==> config.mk <==
export PLATFORM = sky130hd
export DESIGN_NAME = eebus_ctrl
export DESIGN_NICKNAME = d
export VERILOG_FILES = /design/src/rtl/eebus_pkg.sv /design/src/rtl/eebus_powerup.sv /design/src/rtl/eebus_busy_timer.sv /design/src/rtl/eebus_seq.sv /design/src/rtl/eebus_ctrl.sv
export SDC_FILE = /design/constraint.sdc
export NUM_CORES = 1
export LEC_CHECK = 0
export BUFFER_PORTS_ARGS = -buffer_cell sky130_fd_sc_hd__buf_2
export CORE_MARGIN = 2
export CORE_UTILIZATION = 50
export CTS_CLUSTER_DIAMETER = 200
export DETAILED_ROUTE_END_ITERATION = 8
export MAX_ROUTING_LAYER = met4
export PLACE_DENSITY = 0.76
export SLEW_MARGIN = 20
export SYNTH_ARGS = -nofsm -noshare
export SYNTH_HDL_FRONTEND = slang
export SYNTH_SLANG_ARGS = --single-unit
==> constraint.sdc <==
create_clock -name clk -period 2.6 [get_ports clk]
set_clock_uncertainty 0.2 [all_clocks]
set_input_delay 0.13 -clock clk [delete_from_list [all_inputs] [get_ports clk]]
set_output_delay 0.13 -clock clk [all_outputs]
set_load 0.02 [all_outputs]
==> src/rtl/eebus_pkg.sv <==
package eebus_pkg;

   // Convert a nanosecond minimum into whole clock cycles, rounding up.
   function automatic int ns_to_cyc(input int ns, input int clk_ns);
      return (ns + clk_ns - 1) / clk_ns;
   endfunction

   function automatic int imax(input int a, input int b);
      return (a > b) ? a : b;
   endfunction

   typedef enum logic [2:0] {
      ST_IDLE   = 3'd0,
      ST_R_ADDR = 3'd1,
      ST_R_STRB = 3'd2,
      ST_W_ADDR = 3'd3,
      ST_W_STRB = 3'd4,
      ST_W_HOLD = 3'd5
   } eebus_state_t;

endpackage

==> src/rtl/eebus_powerup.sv <==
module eebus_powerup #(
   parameter int C_RD = 1,
   parameter int C_WR = 1
) (
   input  logic clk,
   input  logic rst_n,
   output logic rd_ok,
   output logic wr_ok
);
   localparam int C_MAX = eebus_pkg::imax(C_RD, C_WR);
   localparam int PW    = $clog2(C_MAX + 2);

   generate
      if (C_MAX == 0) begin : g_no_wait
         assign rd_ok = 1'b1;
         assign wr_ok = 1'b1;
      end else begin : g_wait
         logic [PW-1:0] pu_cnt;

         always_ff @(posedge clk or negedge rst_n) begin
            if (!rst_n) begin
               pu_cnt <= '0;
            end else if (pu_cnt != PW'(C_MAX)) begin
               pu_cnt <= pu_cnt + 1'b1;
            end
         end

         assign rd_ok = (pu_cnt >= PW'(C_RD));
         assign wr_ok = (pu_cnt >= PW'(C_WR));


         wr_ok_sticky_chk: assert property (@(posedge clk) disable iff (!rst_n)
            $past(wr_ok) |-> wr_ok);
      end
   endgenerate

endmodule

==> src/rtl/eebus_busy_timer.sv <==
module eebus_busy_timer #(
   parameter int C_WC = 1
) (
   input  logic clk,
   input  logic rst_n,
   input  logic start,
   output logic busy
);
   localparam int TW = $clog2(C_WC + 2);

   logic [TW-1:0] rem;

   always_ff @(posedge clk or negedge rst_n) begin
      if (!rst_n) begin
         rem <= '0;
      end else if (start) begin
         rem <= TW'(C_WC);
      end else if (rem != '0) begin
         rem <= rem - 1'b1;
      end
   end

   assign busy = (rem != '0);


   busy_after_start_chk: assert property (@(posedge clk) disable iff (!rst_n)
      start |=> busy);

endmodule

==> src/rtl/eebus_seq.sv <==
module eebus_seq #(
   parameter int AW     = 16,
   parameter int DW     = 8,
   parameter int C_RSTB = 1,
   parameter int C_WP   = 1
) (
   input  logic          clk,
   input  logic          rst_n,
   input  logic          req_valid,
   input  logic          req_write,
   input  logic [AW-1:0] req_addr,
   input  logic [DW-1:0] req_wdata,
   input  logic          rd_ok,
   input  logic          wr_ok,
   input  logic          busy,
   output logic          req_ack,
   output logic [DW-1:0] req_rdata,
   output logic          wr_done,
   output logic [AW-1:0] ee_addr,
   output logic [DW-1:0] ee_dq_out,
   output logic          ee_dq_oe,
   input  logic [DW-1:0] ee_dq_in,
   output logic          ee_ce_n,
   output logic          ee_we_n,
   output logic          ee_oe_n
);
   import eebus_pkg::*;

   localparam int SEQ_MAX = imax(C_RSTB, C_WP);
   localparam int CW      = $clog2(SEQ_MAX + 1);
   localparam int WCW     = $clog2(C_WP + 2) + 1;

   eebus_state_t  state;
   logic [CW-1:0] cnt;
   logic [AW-1:0] addr_q;
   logic [DW-1:0] wdata_q;
   logic [DW-1:0] rdata_q;
   logic          ack_q;

   logic start_rd, start_wr;
   assign start_rd = req_valid && !req_write && rd_ok && !busy && !ack_q;
   assign start_wr = req_valid &&  req_write && wr_ok && !busy && !ack_q;

   always_ff @(posedge clk or negedge rst_n) begin
      if (!rst_n) begin
         state   <= ST_IDLE;
         cnt     <= '0;
         addr_q  <= '0;
         wdata_q <= '0;
         rdata_q <= '0;
         ack_q   <= 1'b0;
      end else begin
         ack_q <= 1'b0;
         unique case (state)
            ST_IDLE: begin
               if (start_wr) begin
                  state   <= ST_W_ADDR;
                  addr_q  <= req_addr;
                  wdata_q <= req_wdata;
               end else if (start_rd) begin
                  state  <= ST_R_ADDR;
                  addr_q <= req_addr;
               end
            end
            ST_R_ADDR: begin
               state <= ST_R_STRB;
               cnt   <= CW'(C_RSTB - 1);
            end
            ST_R_STRB: begin
               if (cnt == '0) begin
                  rdata_q <= ee_dq_in;
                  ack_q   <= 1'b1;
                  state   <= ST_IDLE;
               end else begin
                  cnt <= cnt - 1'b1;
               end
            end
            ST_W_ADDR: begin
               state <= ST_W_STRB;
               cnt   <= CW'(C_WP - 1);
            end
            ST_W_STRB: begin
               if (cnt == '0) begin
                  state <= ST_W_HOLD;
               end else begin
                  cnt <= cnt - 1'b1;
               end
            end
            ST_W_HOLD: begin
               ack_q <= 1'b1;
               state <= ST_IDLE;
            end
            default: state <= ST_IDLE;
         endcase
      end
   end

   assign wr_done   = (state == ST_W_HOLD);
   assign req_ack   = ack_q;
   assign req_rdata = rdata_q;
   assign ee_addr   = addr_q;
   assign ee_dq_out = wdata_q;

   always_comb begin
      ee_ce_n  = 1'b1;
      ee_we_n  = 1'b1;
      ee_oe_n  = 1'b1;
      ee_dq_oe = 1'b0;
      unique case (state)
         ST_R_ADDR: ee_ce_n = 1'b0;
         ST_R_STRB: begin
            ee_ce_n = 1'b0;
            ee_oe_n = 1'b0;
         end
         ST_W_ADDR, ST_W_HOLD: begin
            ee_ce_n  = 1'b0;
            ee_dq_oe = 1'b1;
         end
         ST_W_STRB: begin
            ee_ce_n  = 1'b0;
            ee_we_n  = 1'b0;
            ee_dq_oe = 1'b1;
         end
         default: ;
      endcase
   end

   // Length of the current write-strobe low run, for the checks below.
   logic [WCW-1:0] we_run;
   always_ff @(posedge clk or negedge rst_n) begin
      if (!rst_n) begin
         we_run <= '0;
      end else if (!ee_we_n) begin
         if (we_run != '1) we_run <= we_run + 1'b1;
      end else begin
         we_run <= '0;
      end
   end


   we_width_chk: assert property (@(posedge clk) disable iff (!rst_n)
      $rose(ee_we_n) |-> (we_run == WCW'(C_WP)));


   we_hold_chk: assert property (@(posedge clk) disable iff (!rst_n)
      $rose(ee_we_n) |-> (!ee_ce_n && ee_dq_oe && $stable(ee_addr) && $stable(ee_dq_out)));


   ack_pulse_chk: assert property (@(posedge clk) disable iff (!rst_n)
      req_ack |=> !req_ack);


   no_contention_chk: assert property (@(posedge clk) disable iff (!rst_n)
      $fell(ee_oe_n) |-> (!ee_dq_oe && $past(!ee_dq_oe)));


   we_needs_oe_high_chk: assert property (@(posedge clk) disable iff (!rst_n)
      $fell(ee_we_n) |-> (ee_oe_n && $past(!ee_ce_n)));

endmodule

==> src/rtl/eebus_ctrl.sv <==
module eebus_ctrl #(
   parameter int AW        = 16,
   parameter int DW        = 8,
   parameter int CLK_NS    = 10,
   parameter int T_ACC_NS  = 150,
   parameter int T_OE_NS   = 70,
   parameter int T_WP_NS   = 100,
   parameter int T_AH_NS   = 50,
   parameter int T_DS_NS   = 50,
   parameter int T_WC_NS   = 5_000_000,
   parameter int T_INIT_NS = 10_000_000,
   parameter int T_PUR_NS  = 100_000
) (
   input  logic          clk,
   input  logic          rst_n,
   input  logic          req_valid,
   input  logic          req_write,
   input  logic [AW-1:0] req_addr,
   input  logic [DW-1:0] req_wdata,
   output logic          req_ack,
   output logic [DW-1:0] req_rdata,
   output logic [AW-1:0] ee_addr,
   output logic [DW-1:0] ee_dq_out,
   output logic          ee_dq_oe,
   input  logic [DW-1:0] ee_dq_in,
   output logic          ee_ce_n,
   output logic          ee_we_n,
   output logic          ee_oe_n
);
   import eebus_pkg::*;

   localparam int C_ACC  = ns_to_cyc(T_ACC_NS, CLK_NS);
   localparam int C_OE   = ns_to_cyc(T_OE_NS, CLK_NS);
   localparam int C_RSTB = imax(imax(C_ACC - 1, C_OE), 1);
   localparam int C_WP   = imax(ns_to_cyc(T_WP_NS, CLK_NS), 1);
   localparam int C_WC   = imax(ns_to_cyc(T_WC_NS, CLK_NS), 1);
   localparam int C_INIT = ns_to_cyc(T_INIT_NS, CLK_NS);
   localparam int C_PUR  = ns_to_cyc(T_PUR_NS, CLK_NS);

   // Elaboration-time parameter checks.
   if (CLK_NS < 1) begin : g_bad_clk
      $error("eebus_ctrl: CLK_NS must be positive");
   end
   if (AW < 1 || DW < 1) begin : g_bad_width
      $error("eebus_ctrl: AW and DW must be positive");
   end
   // strobe long enough to start a write and to cover hold and setup.
   if (C_WP * CLK_NS < 20 || C_WP * CLK_NS < T_AH_NS || C_WP * CLK_NS < T_DS_NS) begin : g_bad_wp
      $error("eebus_ctrl: write strobe too short for the timing parameters");
   end

   logic rd_ok, wr_ok, busy, wr_done;

   eebus_powerup #(
      .C_RD (C_PUR),
      .C_WR (C_INIT)
   ) u_powerup (
      .clk   (clk),
      .rst_n (rst_n),
      .rd_ok (rd_ok),
      .wr_ok (wr_ok)
   );

   eebus_busy_timer #(
      .C_WC (C_WC)
   ) u_busy (
      .clk   (clk),
      .rst_n (rst_n),
      .start (wr_done),
      .busy  (busy)
   );

   eebus_seq #(
      .AW     (AW),
      .DW     (DW),
      .C_RSTB (C_RSTB),
      .C_WP   (C_WP)
   ) u_seq (
      .clk       (clk),
      .rst_n     (rst_n),
      .req_valid (req_valid),
      .req_write (req_write),
      .req_addr  (req_addr),
      .req_wdata (req_wdata),
      .rd_ok     (rd_ok),
      .wr_ok     (wr_ok),
      .busy      (busy),
      .req_ack   (req_ack),
      .req_rdata (req_rdata),
      .wr_done   (wr_done),
      .ee_addr   (ee_addr),
      .ee_dq_out (ee_dq_out),
      .ee_dq_oe  (ee_dq_oe),
      .ee_dq_in  (ee_dq_in),
      .ee_ce_n   (ee_ce_n),
      .ee_we_n   (ee_we_n),
      .ee_oe_n   (ee_oe_n)
   );


   recovery_chk: assert property (@(posedge clk) disable iff (!rst_n)
      $fell(ee_ce_n) |-> !busy);


   write_inhibit_chk: assert property (@(posedge clk) disable iff (!rst_n)
      $fell(ee_we_n) |-> wr_ok);


   read_settle_chk: assert property (@(posedge clk) disable iff (!rst_n)
      $fell(ee_oe_n) |-> rd_ok);

endmodule

# Yosys cells after proc, flatten, opt, wreduce, memory -nomap -nowiden
# Index checks and enable logic that the tools add are counted.
[totals]
out_inout_bits = 37
input_bits = 36
regBits = 79
elab_cells = 65
[op_classes]
magnitude_cmp = 2
reduce_logical = 25
mux = 17
n_eq_ne = 10
addsub = 3
[ops]
columns = ["cell", "n"]
rows = [
  ["$mux 19", 2],
  ["$mux 16", 2],
  ["$add 20x1->20 const B", 1],
  ["$ge 20x14->1 const B", 1],
  ["$ge 20x20->1 const B", 1],
  ["$ne 20x20->1 const B", 1],
  ["$reduce_bool 19->1", 1],
  ["$sub 19x1->19 const B", 1],
  ["$pmux 3 s5", 1],
  ["$mux 3", 4],
  ["$pmux 4 s3", 1],
  ["$logic_and 1x1->1", 8],
  ["$reduce_and 2->1", 4],
  ["$eq 3x2->1 const B", 2],
  ["$eq 3x3->1 const B", 2],
  ["$mux 1", 5],
  ["$reduce_or 5->1", 1],
  ["$logic_not 4->1", 1],
  ["$mux 4", 1],
  ["$ne 2x1->1 const B", 2],
  ["$reduce_bool 2->1", 2],
  ["$sub 4x1->4 const B", 1],
  ["$eq 3x1->1 const B", 1],
  ["$logic_not 1->1", 3],
  ["8 further kinds", 8],
]

# Depth between registers and ports, before layout
# Gate-level depths: netlist (run 1).
[logic_depth]
depth_word = 8
mapped_depth = 9
ltp_nobuf = 8

# Cells and area by module
# Synthesis (run 1) repeated with hierarchy kept, for this count alone.
[hier_totals]
cells_unflattened = 348
hier_area_um2 = 3921.3
[by_module_without_submodules]
columns = ["module", "instances", "area_per_inst_um2", "seq_area_each_um2", "cells_per_inst"]
rows = [
  ["eebus_seq", 1, 1819.2, 1001.0, 139],
  ["eebus_busy_timer", 1, 1112.3, 475.5, 119],
  ["eebus_powerup", 1, 989.7, 500.5, 90],
]

# Least setup slack after synthesis (run 1)
# Ideal clock, no wire load.
[synth_timing]
path_type = "register -> register"
startpoint = "register u_busy.rem[4]"
endpoint = "register u_seq.wdata_q[0], in the netlist u_seq.ee_dq_out[0]"
path_buffers = 1
t_arrival_ps = 2369
setup_time_ps = 125
setup_slack_ps = -94
required_ps = 2275
period_less_slack_ps = 2694
path_stages_with_launch = 7
path_cell_list = "dfrtp_1 -> or4_1 -> or4_4 -> nor4b_4 -> and3_1 -> buf_4 -> mux2_2"
[synth_between]
elab_chain_len = 5
[synth_lines]
columns = ["element", "line", "text"]
rows = [
  ["start, declared", "eebus_busy_timer.sv:11", "logic [TW-1:0] rem;"],
  ["start signal, assigned", "eebus_busy_timer.sv:17", "rem <= TW'(C_WC);"],
  ["start signal, assigned", "eebus_busy_timer.sv:19", "rem <= rem - 1'b1;"],
  ["$reduce_bool 19->1", "eebus_busy_timer.sv:23", "assign busy = (rem != '0);"],
  ["$logic_not 1->1", "eebus_seq.sv:42", "assign start_wr = req_valid && req_write && wr_ok && !busy && !ack_q;"],
  ["$logic_and 1x1->1 (2 in a row)", "eebus_seq.sv:42", ""],
  ["$reduce_and 2->1 (no line)", "-", ""],
  ["end signal, assigned", "eebus_seq.sv:59", "wdata_q <= req_wdata;"],
  ["end, declared", "eebus_seq.sv:36", "logic [DW-1:0] wdata_q;"],
]
# No other way between the ends.
# A chain may end at the register's enable or synchronous reset.

# Worst setup path after layout (run 1)
[layout_timing]
startpoint = "register u_busy.rem[4]"
endpoint = "register u_seq.addr_q[1], in the netlist u_seq.ee_addr[1]"
[layout_between]
elab_chain_len = 6
elab_cells_between_ends = 9
cone_classes = "mux (1); reduce/logical (8)"
[layout_lines]
columns = ["element", "line", "text"]
rows = [
  ["$reduce_bool 19->1 (*)", "eebus_busy_timer.sv:23", ""],
  ["$logic_not 1->1 (*)", "eebus_seq.sv:41, eebus_seq.sv:42", ""],
  ["$logic_and 1x1->1, on equally long branches (2 in a row)", "eebus_seq.sv:42, eebus_seq.sv:41", ""],
  ["$reduce_bool 2->1 (no line)", "-", ""],
  ["$reduce_and 2->1 (no line)", "-", ""],
  ["end signal, assigned", "eebus_seq.sv:58", "addr_q <= req_addr;"],
  ["end signal, assigned", "eebus_seq.sv:62", "addr_q <= req_addr;"],
  ["end, declared", "eebus_seq.sv:35", "logic [AW-1:0] addr_q;"],
]
# Mark *: on every way between the ends. The rest lies on a longest branch, timed or not.

==> results of run 1 <==
-- critical path, stage by stage, from the launching register on --
cell and delay, ns:
dfrtp_1 0.38, or4_4 0.53, or4_4 0.45, nor4b_4 0.24, buf_4 0.17, o211ai_4 0.08
buf_12 0.19, mux2_4 0.31
-- sequential cells by signal, summed over array words and instances (netlist names) --
register,flops
u_seq.state,3
u_seq.req_rdata,8
u_powerup.g_wait.pu_cnt,20
u_seq.req_ack,1
u_busy.rem,19
u_seq.ee_addr,16
u_seq.ee_dq_out,8
u_seq.cnt,4
-- layout make-up --
type                    instances  area (um2)  area share
repair buffers                130       900.9      0.1825
clock buffers                   9       123.9     0.02509
inverters                      10       37.54    0.007603
flip-flops and latches         79        1977      0.4004
well taps                      99       123.9     0.02509
clock inverters                 7       102.6     0.02078
multi-input cells             229        1672      0.3386
-- where the power goes --
| part | switching [mW] | total (mW) | leakage, nW | internal, mW |
|---|---|---|---|---|
| sequential | 0.00275 | 1.24 | 1.01 | 1.23 |
| combinational | 0.0518 | 0.114 | 1.29 | 0.0621 |
| clock | 0.486 | 1.04 | 0.111 | 0.553 |
-- path summary, 6_finish.rpt --
check,slack (ns),depth (start not counted),to
max in group asynchronous,1.55,2,u_powerup.g_wait.pu_cnt[3]
setup reg to reg,-0.07,7,u_seq.ee_addr[1]
hold reg to reg,0.30,1,u_seq.ee_addr[10]
hold / removal,0.18,2,u_seq.ee_dq_out[0]
setup / recovery,-0.07,7,u_seq.ee_addr[1]
min in group clk,0.19,6,u_seq.state[1]
-- per-layer routing --
layer  share of wire  wire length [um]  vias up
met3           0.042               339       19
met4           0.022               181        0
li1                -                 -     1411
met1            0.44              3587     1439
met5               0                 0        -
met2            0.50              4038       70
-- timing repair --
| action | in CTS | in global routing |
|---|---|---|
| hold buffers | 33 | 0 |
| buffers inserted | 0 | 1 |
| pin swaps | 0 | 0 |
| resized for setup | 9 | 3 |
| setup endpoints to repair | 24 | 26 |
| endpoints found under the hold margin | 111 | 0 |
-- stage by stage --
| stage | hold slack (ns) | setup WS [ns] | utilization | setup TNS, ns |
|---|---|---|---|---|
| 6_report | 0.1778 | -0.06847 | 0.6844 | -0.5965 |
| 3_5_place_dp | 0.1543 | -0.07764 | 0.5990 | -1.049 |
| 3_3_place_gp | 0.1478 | -0.02445 | 0.5990 | -0.2151 |
| 2_1_floorplan | -0.3656 | -0.09130 | - | -1.518 |
| 5_1_grt | 0.2573 | -0.1344 | 0.6844 | -2.101 |
| 4_1_cts | 0.1831 | -0.08085 | 0.6809 | -0.8251 |
-- synthesized netlist by cell type, drive strengths merged, types with 5 or more instances --
cell type  count  area share
nand2         30       0.031
ha             5       0.017
xnor2         20       0.047
nand2b         5      0.0085
and3           7       0.012
o21ai          7      0.0095
nand3         14       0.019
or4            5       0.011
a21oi         13       0.018
xor2          11       0.026
nor4           6       0.010
nor2          28       0.028
inv           10       0.010
clkbuf         8      0.0081
mux2          32        0.11
dfrtp         79        0.54
nor3          10       0.014
-- cell families after synthesis --
| logic type | count (synthesis) | share of synthesized area |
|---|---|---|
| AND/OR/NAND/NOR | 123 | 0.1729 |
| flip-flops | 79 | 0.5356 |
| AO/OA/AOI/OAI | 36 | 0.06441 |
| multiplexers | 33 | 0.1095 |
| XOR/XNOR | 31 | 0.07356 |
| buffers and inverters | 21 | 0.02441 |
| adder cells (fa/ha/maj) | 6 | 0.01966 |
==> impl_metrics.env, run 1 <==
export IMPL_num_antenna_cells=0
export IMPL_area_growth_pct=33.76
export IMPL_fin_total_pwr_mw=2.389
export IMPL_clockBufferDepth=2
export IMPL_relSlewSlack=0.5375
export IMPL_setup_viol=16
export IMPL_first_global_vias=2987
export IMPL_busiest_layer="met2"
export IMPL_drv_slew=0
export IMPL_grt_util_met1=0.2804
export IMPL_grt_pass1_wl_mm=14.14
export IMPL_grtUsageMet3=0.03856
export IMPL_final_hold_violation_count=0
export IMPL_ios=73
export IMPL_required_ns=2.64
export IMPL_core_area_um2=7214
export IMPL_grt_use_total=0.2221
export IMPL_final_common_cell="dfrtp_1"
export IMPL_placedCellCount=513
export IMPL_nets=500
export IMPL_synth_seq_cells=79
export IMPL_viasPerCell=5.220
export IMPL_firstDrtPassIters=4
export IMPL_min_period_over_period=1.026
export IMPL_vias=2939
export IMPL_max_cap_violations=0
export IMPL_path_max_fanout=17
export IMPL_worstMarginPinSlew_ns=0.6938
export IMPL_clock_latency_ns=0.35
export IMPL_r2r_start="u_busy.rem[4]"
export IMPL_synth_nets=370
export IMPL_cp_startpoint="u_busy.rem[4]"
export IMPL_criticalPathCategory="reg2reg"
export IMPL_fp_row_count=31
export IMPL_async_flop_share=1.000
export IMPL_stdcell_count=563
export IMPL_die_w_um=89.92
export IMPL_setup_slack_ns=-0.06847
export IMPL_netlist_area_um2=3691
export IMPL_period_needed_ns=2.668
export IMPL_placed_cell_area_um2=4322
export IMPL_antenna_found_initial=0
export IMPL_ys_types=45
export IMPL_cp_end_kind="flop"
export IMPL_ys_warn_count=0
export IMPL_synth_top_flop_cell="dfrtp_1"
export IMPL_cp_start_kind="flop"
export IMPL_leakagePower_nw=2.410
export IMPL_synth_area_per_cell_um2=11.22
export IMPL_cts_made_buffers=9
export IMPL_wl_per_cell_um=14.47
export IMPL_hold_path_class="in2async"
export IMPL_remaining_drc_errors=0
export IMPL_cts_sink_count=79
export IMPL_drive_gt1_frac=0.3297
export IMPL_yosysSeqAreaShare=0.5356
export IMPL_finalInstanceArea_um2=4937
export IMPL_use_met2=0.3580
export IMPL_gp_congestion=0.8114
export IMPL_dpl_hpwl_mm=5.238
export IMPL_fill_cells=548
export IMPL_fmax_ghz=0.3747
export IMPL_first_iter_violations=208
export IMPL_wl_mm=8.145
export IMPL_ctsHtreeMaxLevel=3
export IMPL_p_per_area_nw_per_um2=483.9
export IMPL_violations="setup timing"
export IMPL_final_cell_mix="79 x dfrtp_1, 71 x buf_2, 33 x dlygate4sd3_1"
export IMPL_run_status="finished with violations"
export IMPL_initial_utilization=0.5116
export IMPL_cp_arrival_ns=2.71
export IMPL_path_clk_slew_ns=0.09
export IMPL_die_area_um2=8086
export IMPL_grt_max_degree=80
export IMPL_die_y_um=89.92
export IMPL_synth_cells=329
export IMPL_cts_root_buf="clkbuf_8"
export IMPL_overflow=0
export IMPL_cts_tree="yes"
export IMPL_rsz0062_at_grt="true"
export IMPL_ant_nets=0
export IMPL_port_buffers=72
export IMPL_synth_edff_count=0
export IMPL_worst_ir_drop_vdd_mv=0.2418
Power figures use the tool's default switching activity.
==> inputs of run 2 (changes only) <==
Settings changed: CAP_MARGIN set to 20, CORE_UTILIZATION 50 to 55, PLACE_DENSITY 0.76 to 0.8, RECOVER_POWER set to 100.
Clock period 2.6 ns to 2.75 ns, I/O delays scaled along.
==> impl_metrics.env, run 2 (synthesis gave the netlist of run 1 again) <==
export IMPL_final_hold_violation_count=0
export IMPL_crit_top_cell="or4_4"
export IMPL_ant_nets=0
export IMPL_vias=2977
export IMPL_viasPerCell=5.606
export IMPL_criticalPathCategory="reg2reg"
export IMPL_leakagePower_nw=2.190
export IMPL_final_common_cell="dfrtp_1"
export IMPL_required_ns=2.79
export IMPL_wl_mm=9.048
export IMPL_worst_ir_drop_vdd_mv=0.3254
export IMPL_fmax_ghz=0.3631
export IMPL_remaining_drc_errors=0
export IMPL_firstDrtPassIters=4
export IMPL_run_status="finished with violations"
export IMPL_placedCellCount=477
export IMPL_regMostFlops="u_powerup.g_wait.pu_cnt"
export IMPL_path_delay_family="simple AND/OR/NAND/NOR gates"
export IMPL_port_buffers=72
export IMPL_max_cap_violations=1
export IMPL_rsz0062_at_grt="true"
export IMPL_post_route_util=0.7485
export IMPL_wl_per_cell_um=17.04
export IMPL_cp_depth=6
export IMPL_nets=490
export IMPL_fin_total_pwr_mw=2.179
export IMPL_num_antenna_cells=0
export IMPL_die_area_um2=7382
export IMPL_worstMarginPinSlew_ns=1.900
export IMPL_clockBufferDepth=2
export IMPL_fill_cells=442
export IMPL_hold_path_class="in2reg"
export IMPL_die_w_um=85.92
export IMPL_cts_root_buf="clkbuf_8"
export IMPL_drv_slew=80
export IMPL_cp_start_kind="flop"
export IMPL_clock_latency_ns=0.35
export IMPL_worst_path_buf_inv=1
export IMPL_cts_tree="yes"
export IMPL_dpl_hpwl_mm=5.167
export IMPL_worstRegToRegCells=6
export IMPL_cp_arrival_ns=2.79
export IMPL_drive_gt1_frac=0.2379
export IMPL_p_per_area_nw_per_um2=453.2
export IMPL_core_area_um2=6422
export IMPL_path_clk_slew_ns=0.09
export IMPL_fp_row_count=29
export IMPL_stdcell_count=531
export IMPL_overflow=0
export IMPL_cts_sink_count=79
export IMPL_cp_end_kind="flop"
export IMPL_ios=73
export IMPL_antenna_found_initial=0
export IMPL_initial_utilization=0.5747
export IMPL_cts_made_buffers=9
export IMPL_whs_path_depth=5
export IMPL_relSlewSlack=-0.2669
export IMPL_first_global_vias=3121
export IMPL_ctsHtreeMaxLevel=3
export IMPL_path_max_fanout=8
export IMPL_final_cell_mix="79 x dfrtp_1, 36 x buf_2, 36 x clkbuf_1"
export IMPL_violations="capacitance limit, slew limit, setup timing"
export IMPL_period_needed_ns=2.754
export IMPL_pre_cts_ws_ns=-0.008830
export IMPL_slowest_stage="or4_4"
export IMPL_area_growth_pct=30.24
export IMPL_first_iter_violations=153
export IMPL_grt_pass1_wl_mm=14.48
export IMPL_min_period_over_period=1.001
export IMPL_setup_viol=3
export IMPL_cp_cell_sequence="or4_4 > or4_4 > nor4b_4 > buf_6 > o211ai_4 > mux2_2"
export IMPL_setup_slack_ns=-0.003722
export IMPL_critPathMaxStageDelay_ns=0.55
export IMPL_grt_use_total=0.2624
export IMPL_die_y_um=85.92
export IMPL_grt_max_degree=80
export IMPL_gp_congestion=0.8106
export IMPL_largest_reg_flops=20
run 2: cell type report:
class	instances	area, um2	area share
sequential	79	1977	0.4112
multi-input combinational	231	1735	0.3610
timing repair buffer	118	757.0	0.1575
clock buffer	9	123.9	0.02577
tap	77	96.34	0.02004
clock inverter	7	80.08	0.01666
inverter	10	37.54	0.007808
run 2: path summary, 6_finish.rpt:
kind,startpoint,end,slack (ns)
worst min-delay path,req_valid,u_seq.ee_addr[4],0.27
min in group asynchronous,rst_n,u_busy.rem[2],0.65
worst min register to register,u_seq.req_rdata[2],u_seq.req_rdata[2],0.31
worst max-delay path,u_busy.rem[4],u_seq.ee_addr[10],-0.004
worst max register to register,u_busy.rem[4],u_seq.ee_addr[10],-0.004
max in group asynchronous,rst_n,u_powerup.g_wait.pu_cnt[4],0.58
run 2: worst min-delay path, cell delays in order:
cell	delay (ns)
buf_2	0.10
nor4b_4	0.13
buf_6	0.13
o211ai_4	0.13
mux2_4	0.17
run 2: layer usage:
layer  vias to the layer above  part of all wire  track usage
li1                       1393                 -            -
met2                        98              0.53       0.4433
met5                         -                 0            -
met1                      1465              0.40       0.3005
met3                        21             0.046      0.05486
met4                         0             0.026       0.1169
run 2: where the power goes:
| group | total (mW) | leakage (nW) | internal, mW | switching, mW |
|---|---|---|---|---|
| Clock | 0.900 | 0.0964 | 0.429 | 0.471 |
| Combinational | 0.109 | 1.08 | 0.0572 | 0.0521 |
| Sequential | 1.17 | 1.01 | 1.17 | 0.00278 |
| Total | 2.18 | 2.19 | 1.65 | 0.526 |
run 2: repair_timing:
item	4_1_cts	5_1_grt
endpoints found under the setup margin	16	25
gates cloned	2	0
gates resized for setup	5	15
hold buffers	33	0
endpoints found under the hold margin	111	0
setup buffers	1	2
run 2: per-stage QoR:
step	TNS (ns)	hold WS, ns	cell area, um2
after floorplan	0	-0.3581	3691
after global placement	0	0.1488	4173
after detailed placement	-0.02404	0.1562	4173
after CTS	0	0.2473	4773
after global routing	-0.4784	0.2661	4807
final	-0.008961	0.2719	4807
